[config.mk]
export PLATFORM = sky130hd
export DESIGN_NAME = burst_crc_guard
export DESIGN_NICKNAME = d
export VERILOG_FILES = /design/src/rtl/bcg_pkg.sv /design/src/rtl/bcg_crc_cmp.sv /design/src/rtl/bcg_capture.sv /design/src/rtl/bcg_retry_fsm.sv /design/src/rtl/bcg_sat_cnt.sv /design/src/rtl/burst_crc_guard.sv
export SDC_FILE = /design/constraint.sdc
export NUM_CORES = 1
export LEC_CHECK = 0
export BUFFER_PORTS_ARGS = -buffer_cell sky130_fd_sc_hd__buf_2
export CORE_ASPECT_RATIO = 0.9
export CORE_MARGIN = 3
export CORE_UTILIZATION = 45
export CTS_BUF_LIST = sky130_fd_sc_hd__clkbuf_16
export CTS_CLUSTER_DIAMETER = 120
export DETAILED_ROUTE_END_ITERATION = 16
export GPL_ROUTABILITY_DRIVEN = 1
export HOLD_SLACK_MARGIN = 0.1
export PLACE_DENSITY_LB_ADDON = 0.1
export SLEW_MARGIN = 20
export SYNTH_ARGS = -nofsm -noshare
export SYNTH_HDL_FRONTEND = slang
export SYNTH_SLANG_ARGS = --single-unit
[constraint.sdc]
create_clock -name clk -period 6.4 [get_ports clk]
set_input_delay 0.32 -clock clk [delete_from_list [all_inputs] [get_ports clk]]
set_output_delay 0.32 -clock clk [all_outputs]
set_load 0.01 [all_outputs]
[src/rtl/bcg_pkg.sv]
package bcg_pkg;

    localparam int BURST_W   = 64;
    localparam int CRC_W     = 8;
    localparam int EDC_LANES = 4;
    localparam int EDC_BEATS = CRC_W / EDC_LANES;
    localparam int BEAT_CW   = $clog2(EDC_BEATS + 1);
    localparam logic [CRC_W-1:0] CRC_POLY = 8'h07;

    typedef enum logic {
        ST_COLLECT,
        ST_RETRAIN
    } bcg_state_e;

    typedef struct packed {
        logic [BURST_W-1:0] data;
        logic               is_wr;
    } burst_t;

    // Serial CRC, most significant data bit first, zero start value.
    function automatic logic [CRC_W-1:0] crc_of(input logic [BURST_W-1:0] d);
        logic [CRC_W-1:0] c;
        logic             fb;
        c = '0;
        for (int i = BURST_W - 1; i >= 0; i--) begin
            fb = c[CRC_W-1] ^ d[i];
            c  = {c[CRC_W-2:0], 1'b0} ^ (fb ? CRC_POLY : '0);
        end
        return c;
    endfunction

endpackage

[src/rtl/bcg_crc_cmp.sv]
module bcg_crc_cmp
    import bcg_pkg::*;
(
    input  logic [BURST_W-1:0] data,
    input  logic [CRC_W-1:0]   rx_crc,
    output logic               match
);

    logic [CRC_W-1:0] local_crc;

    always_comb begin
        local_crc = crc_of(data);
        match     = (local_crc == rx_crc);
    end

endmodule

[src/rtl/bcg_capture.sv]
module bcg_capture
    import bcg_pkg::*;
(
    input  logic               clk,
    input  logic               rst,
    input  logic               accept,
    input  logic               flush,
    input  logic               dat_valid,
    input  logic [BURST_W-1:0] dat_word,
    input  logic               dat_is_wr,
    input  logic               edc_valid,
    input  logic [EDC_LANES-1:0] edc_nib,
    output logic               dat_ready,
    output logic               edc_ready,
    output logic               full,
    output burst_t             cap,
    output logic [CRC_W-1:0]   rx_crc
);

    logic               have_data;
    logic [BEAT_CW-1:0] beat_cnt;
    logic               crc_done;

    always_comb begin
        crc_done  = (beat_cnt == BEAT_CW'(EDC_BEATS));
        dat_ready = accept && !have_data;
        edc_ready = accept && !crc_done;
        full      = have_data && crc_done;
    end

    always_ff @(posedge clk) begin
        if (rst) begin
            have_data <= 1'b0;
            beat_cnt  <= '0;
            cap       <= '0;
            rx_crc    <= '0;
        end else if (flush) begin
            have_data <= 1'b0;
            beat_cnt  <= '0;
        end else begin
            if (dat_valid && dat_ready) begin
                have_data <= 1'b1;
                cap.data  <= dat_word;
                cap.is_wr <= dat_is_wr;
            end
            if (edc_valid && edc_ready) begin
                beat_cnt <= beat_cnt + 1'b1;
                rx_crc   <= {rx_crc[CRC_W-EDC_LANES-1:0], edc_nib};
            end
        end
    end


    data_held_chk: assert property (@(posedge clk) disable iff (rst)
        (dat_valid && dat_ready) |=> !dat_ready);

endmodule

[src/rtl/bcg_retry_fsm.sv]
module bcg_retry_fsm
    import bcg_pkg::*;
(
    input  logic clk,
    input  logic rst,
    input  logic full,
    input  logic match,
    input  logic chk_en,
    input  logic retrain_done,
    output logic accept,
    output logic flush,
    output logic release_now,
    output logic err_inc,
    output logic retry_inc,
    output logic retrain_req,
    output logic rexmit_req
);

    bcg_state_e state;
    logic       reject;

    always_comb begin
        accept      = (state == ST_COLLECT);
        release_now = accept && full && (!chk_en || match);
        reject      = accept && full && chk_en && !match;
        flush       = release_now || reject;
        err_inc     = reject;
        retry_inc   = (state == ST_RETRAIN) && retrain_done;
    end

    always_ff @(posedge clk) begin
        if (rst) begin
            state       <= ST_COLLECT;
            retrain_req <= 1'b0;
            rexmit_req  <= 1'b0;
        end else begin
            rexmit_req <= retry_inc;
            if (reject) begin
                state       <= ST_RETRAIN;
                retrain_req <= 1'b1;
            end else if (retry_inc) begin
                state       <= ST_COLLECT;
                retrain_req <= 1'b0;
            end
        end
    end


    retrain_hold_chk: assert property (@(posedge clk) disable iff (rst)
        (retrain_req && !retrain_done) |=> retrain_req);


    rexmit_after_retrain_chk: assert property (@(posedge clk) disable iff (rst)
        rexmit_req |-> (!retrain_req && $past(retrain_req)));


    rexmit_pulse_chk: assert property (@(posedge clk) disable iff (rst)
        rexmit_req |=> !rexmit_req);

endmodule

[src/rtl/bcg_sat_cnt.sv]
module bcg_sat_cnt #(
    parameter int W = 16
) (
    input  logic         clk,
    input  logic         rst,
    input  logic         clr,
    input  logic         inc,
    output logic [W-1:0] cnt
);

    localparam logic [W-1:0] TOP = '1;

    always_ff @(posedge clk) begin
        if (rst || clr)
            cnt <= '0;
        else if (inc && cnt != TOP)
            cnt <= cnt + 1'b1;
    end


    clr_zero_chk: assert property (@(posedge clk) disable iff (rst)
        clr |=> (cnt == '0));


    no_wrap_chk: assert property (@(posedge clk) disable iff (rst)
        !clr |=> (cnt >= $past(cnt)));

endmodule

[src/rtl/burst_crc_guard.sv]
module burst_crc_guard
    import bcg_pkg::*;
#(
    parameter int CNT_W = 16
) (
    input  logic               clk,
    input  logic               rst,
    input  logic               chk_en,
    input  logic               dat_valid,
    output logic               dat_ready,
    input  logic [BURST_W-1:0] dat_word,
    input  logic               dat_is_wr,
    input  logic               edc_valid,
    output logic               edc_ready,
    input  logic [EDC_LANES-1:0] edc_nib,
    output logic               out_valid,
    output logic [BURST_W-1:0] out_data,
    output logic               out_is_wr,
    output logic               rexmit_req,
    output logic               retrain_req,
    input  logic               retrain_done,
    input  logic               cnt_clr,
    output logic [CNT_W-1:0]   err_cnt,
    output logic [CNT_W-1:0]   retry_cnt
);

    localparam int N_EV = 2;

    burst_t           cap;
    logic [CRC_W-1:0] rx_crc;
    logic             full, match, accept, flush, release_now;
    logic             err_inc, retry_inc;
    logic [N_EV-1:0]  ev_inc;
    logic [CNT_W-1:0] ev_cnt [N_EV];

    bcg_capture u_cap (
        .clk       (clk),
        .rst       (rst),
        .accept    (accept),
        .flush     (flush),
        .dat_valid (dat_valid),
        .dat_word  (dat_word),
        .dat_is_wr (dat_is_wr),
        .edc_valid (edc_valid),
        .edc_nib   (edc_nib),
        .dat_ready (dat_ready),
        .edc_ready (edc_ready),
        .full      (full),
        .cap       (cap),
        .rx_crc    (rx_crc)
    );

    bcg_crc_cmp u_cmp (
        .data   (cap.data),
        .rx_crc (rx_crc),
        .match  (match)
    );

    bcg_retry_fsm u_fsm (
        .clk          (clk),
        .rst          (rst),
        .full         (full),
        .match        (match),
        .chk_en       (chk_en),
        .retrain_done (retrain_done),
        .accept       (accept),
        .flush        (flush),
        .release_now  (release_now),
        .err_inc      (err_inc),
        .retry_inc    (retry_inc),
        .retrain_req  (retrain_req),
        .rexmit_req   (rexmit_req)
    );

    assign ev_inc = {retry_inc, err_inc};

    for (genvar g = 0; g < N_EV; g++) begin : g_evcnt
        bcg_sat_cnt #(.W(CNT_W)) u_cnt (
            .clk (clk),
            .rst (rst),
            .clr (cnt_clr),
            .inc (ev_inc[g]),
            .cnt (ev_cnt[g])
        );
    end

    assign err_cnt   = ev_cnt[0];
    assign retry_cnt = ev_cnt[1];

    always_ff @(posedge clk) begin
        if (rst) begin
            out_valid <= 1'b0;
            out_data  <= '0;
            out_is_wr <= 1'b0;
        end else begin
            out_valid <= release_now;
            if (release_now) begin
                out_data  <= cap.data;
                out_is_wr <= cap.is_wr;
            end
        end
    end


    release_not_in_retrain_chk: assert property (@(posedge clk) disable iff (rst)
        out_valid |-> !retrain_req);


    release_pulse_chk: assert property (@(posedge clk) disable iff (rst)
        out_valid |=> !out_valid);

endmodule

==> flow_summary.toml <==
[routing]
firstDrtPassIters = 4
antenna_left = 0
drc = 0
dr.first_iter.drc_count = 282
vias = 6326
routedWlPerCell_um = 15.3
drt-total-wl_mm = 20.0
avgViaCountPerCell = 4.85

[critical_path]
critPathKind = "reg -> reg"
critPathMaxFanout = 66
r2r-end = "out_data[28]$_SDFFE_PP0P_"
required_ns = 6.67
arrival_ns = 5.51
startpoint_type = "register"
end_kind = "register"
r2r_cells = 14
r2r_setup_slack_ns = 1.17
r2r-start = "u_cap.cap[59]$_SDFFE_PP0P_"

[timing]
rsz0062_at_grt = "false"
hold_violations = 0
fin_setup_tns_ns = 0
final-setup-viol-count = 0
post-route-period-util = 0.818
skew_ns = 0.0145
period_needed_ns = 5.23
slew_violations = 0
slew_headroom = 0.375
layout_setup_ws_ns = 1.17
tightest_slew_ns = 0.938
timing.fmax_ghz = 0.191

[clock_tree]
cts_tree = "done"
clk_transition_reported_paths_ns = 0.07
ctsResizeCount = 0
cts_root_buf = "clkbuf_16"
numCtsBuffers = 17
htree_levels = 4
clk_latency_ns = 0.43
hold_buffers = 0
clockBufferDepth = 2
cts_setup_buffers = 0
clkSinkCount = 176

[power]
leakagePower_nw = 4.27
power_mw = 5.42
ir_drop_mv = 0.715
powerDensity_nw_per_um2 = 543

[yosys]
synth_nets = 984
synth.avg_cell_area_um2 = 9.34
synth_commonest_cells = "dfxtp_1 (176), nand2_1 (167), nor2_1 (102)"
ys_warn_count = 0
synthesis.area_um2 = 8450
yosysTopAreaCell = "dfxtp_1"
yosys.area_share.adder = 0.00444
synth_cell_types = 42
yosys.area_share.simple = 0.160
synthMuxAreaShare = 0.0793
yosys-top-cells-area = "dfxtp_1 (42%), xnor2_1 (9.0%), mux2i_1 (7.9%)"
synthXorXnorAreaFrac = 0.244
ys_seq_area_frac = 0.417
synth-seq-cells = 176
synth_top_area_frac = 0.417
synth_compound_area_frac = 0.0626
synthCells = 905
synth-edff-count = 0
synth_top_family_by_area = "XOR/XNOR gates"
yosysMostFrequentCell = "dfxtp_1"
async_reset_ff_frac = 0
synth_flop_cell = "dfxtp_1"

[placed_design]
place_ws_ns = 1.23
io_buffers = 177
gp_congestion = 0.850
dp_hpwl_mm = 14.2
place_inst = 1272

[hold_path]
whs_path_depth = 3
hold_class = "in -> reg"
hold_end = "u_cap.cap[31]$_SDFFE_PP0P_"
min-delay-start = "dat_word[30]"

[finish]
drive_above_1_share = 0.211
diodes = 0
fin_util = 0.554
layoutNonFillerInstCount = 1304
nets = 1130
syn_to_final_growth_pct = 18.1

[die]
die_x_um = 150
row_count = 46
die-area_um2 = 20500
core_area_um2 = 18000
start_util = 0.469
pin_count = 178
die_h_um = 136

[global_route]
grt_pass1_wl_mm = 32.0
grt_max_degree = 90
antenna_found_initial = 0
track_usage = 0.199
grt_pass1_vias = 6083
grt_overflow_total = 0

[flow_run]
maxCapViolCount = 0

[status]
status = "completed"
-- state kept, by name, indices dropped and copies added (netlist names) --
| register | flops |
|---|---|
| g_evcnt.u_cnt.cnt | 32 |
| out_data | 64 |
| out_is_wr | 1 |
| out_valid | 1 |
| u_cap.beat_cnt | 2 |
| u_cap.cap | 65 |
| u_cap.have_data | 1 |
| u_cap.rx_crc | 8 |
| u_fsm.rexmit_req | 1 |
| u_fsm.state | 1 |
-- report_power, final --
group | switching [mW] | internal, mW | total, mW
clock | 0.438 | 0.531 | 0.970
sequential | 0.0462 | 1.13 | 1.18
combinational | 1.50 | 1.77 | 3.27
total | 1.98 | 3.44 | 5.42
-- worst max-delay path, cell delays in order, from the launching register on --
cell and delay [ns]:
dfxtp_1 0.46, xnor3_1 0.43, xnor2_1 0.40, xnor3_1 0.61
xor2_1 0.22, xnor2_2 0.26, xnor2_1 0.18, xnor3_1 0.48
or3_1 0.38, a211oi_2 0.28, o221ai_2 0.34, a21oi_4 0.27
buf_12 0.36, mux2i_1 0.24, nor2_1 0.05
-- logic make-up after synthesis --
logic type | Yosys count
flip-flops | 176
multiplexers | 67
AND/OR/NAND/NOR | 325
buffers and inverters | 59
adder cells (fa/ha/maj) | 3
AO/OA/AOI/OAI | 98
XOR/XNOR | 177
-- cell type report --
cell class              instances  area (um^2)
inverters                       4         15.0
repair buffers                182          938
multi-input cells             670         4670
clock buffers                  17          425
clock inverters                15          119
well taps                     240          300
fillers                      1707         8030
flip-flops and latches        176         3520
-- stage by stage --
step                      hold slack (ns)  area, um^2
after floorplan                     0.436        8450
after detailed placement            0.453        9440
after global routing                0.108        9990
after global placement              0.445        9440
final                               0.124        9990
after CTS                           0.105        9990
-- routing by layer --
layer  track usage  wire length, um
met5             0                0
met4        0.0528              261
met1         0.289            10000
met3        0.0490             1080
met2         0.295             8620
-- how the worst max path moves through the flow --
stage,startpoint,to,slack [ns],cells after the start
after floorplan,u_cap.cap[59]$_SDFFE_PP0P_,out_data[25]$_SDFFE_PP0P_,2.06,16
after global placement,u_cap.cap[59]$_SDFFE_PP0P_,out_data[16]$_SDFFE_PP0P_,1.24,14
after detailed placement,u_cap.cap[59]$_SDFFE_PP0P_,out_data[34]$_SDFFE_PP0P_,1.23,14
after CTS,u_cap.cap[59]$_SDFFE_PP0P_,out_data[52]$_SDFFE_PP0P_,1.16,14
after global routing,u_cap.cap[59]$_SDFFE_PP0P_,out_data[27]$_SDFFE_PP0P_,0.89,14
final,u_cap.cap[59]$_SDFFE_PP0P_,out_data[28]$_SDFFE_PP0P_,1.17,14
-- cells in the final DEF, fill, tap and decap left out, types with 3 or more instances in the layout --
cell	count
buf_2	176
a21oi_1	82
nand3_1	11
nand2_1	166
xnor2_1	87
clkbuf_16	17
clkinv_1	3
xor3_1	4
ha_1	3
o21ai_0	8
dfxtp_1	176
or3_1	12
clkinvlp_4	3
clkinv_2	4
xnor3_2	3
and2_1	3
mux2i_1	67
nor2_1	102
xor2_1	52
inv_1	4
xnor3_1	27
and3_1	7
nor2b_1	3
nand4_1	12
buf_4	5
Note: power is estimated with default switching activity, not from simulation.
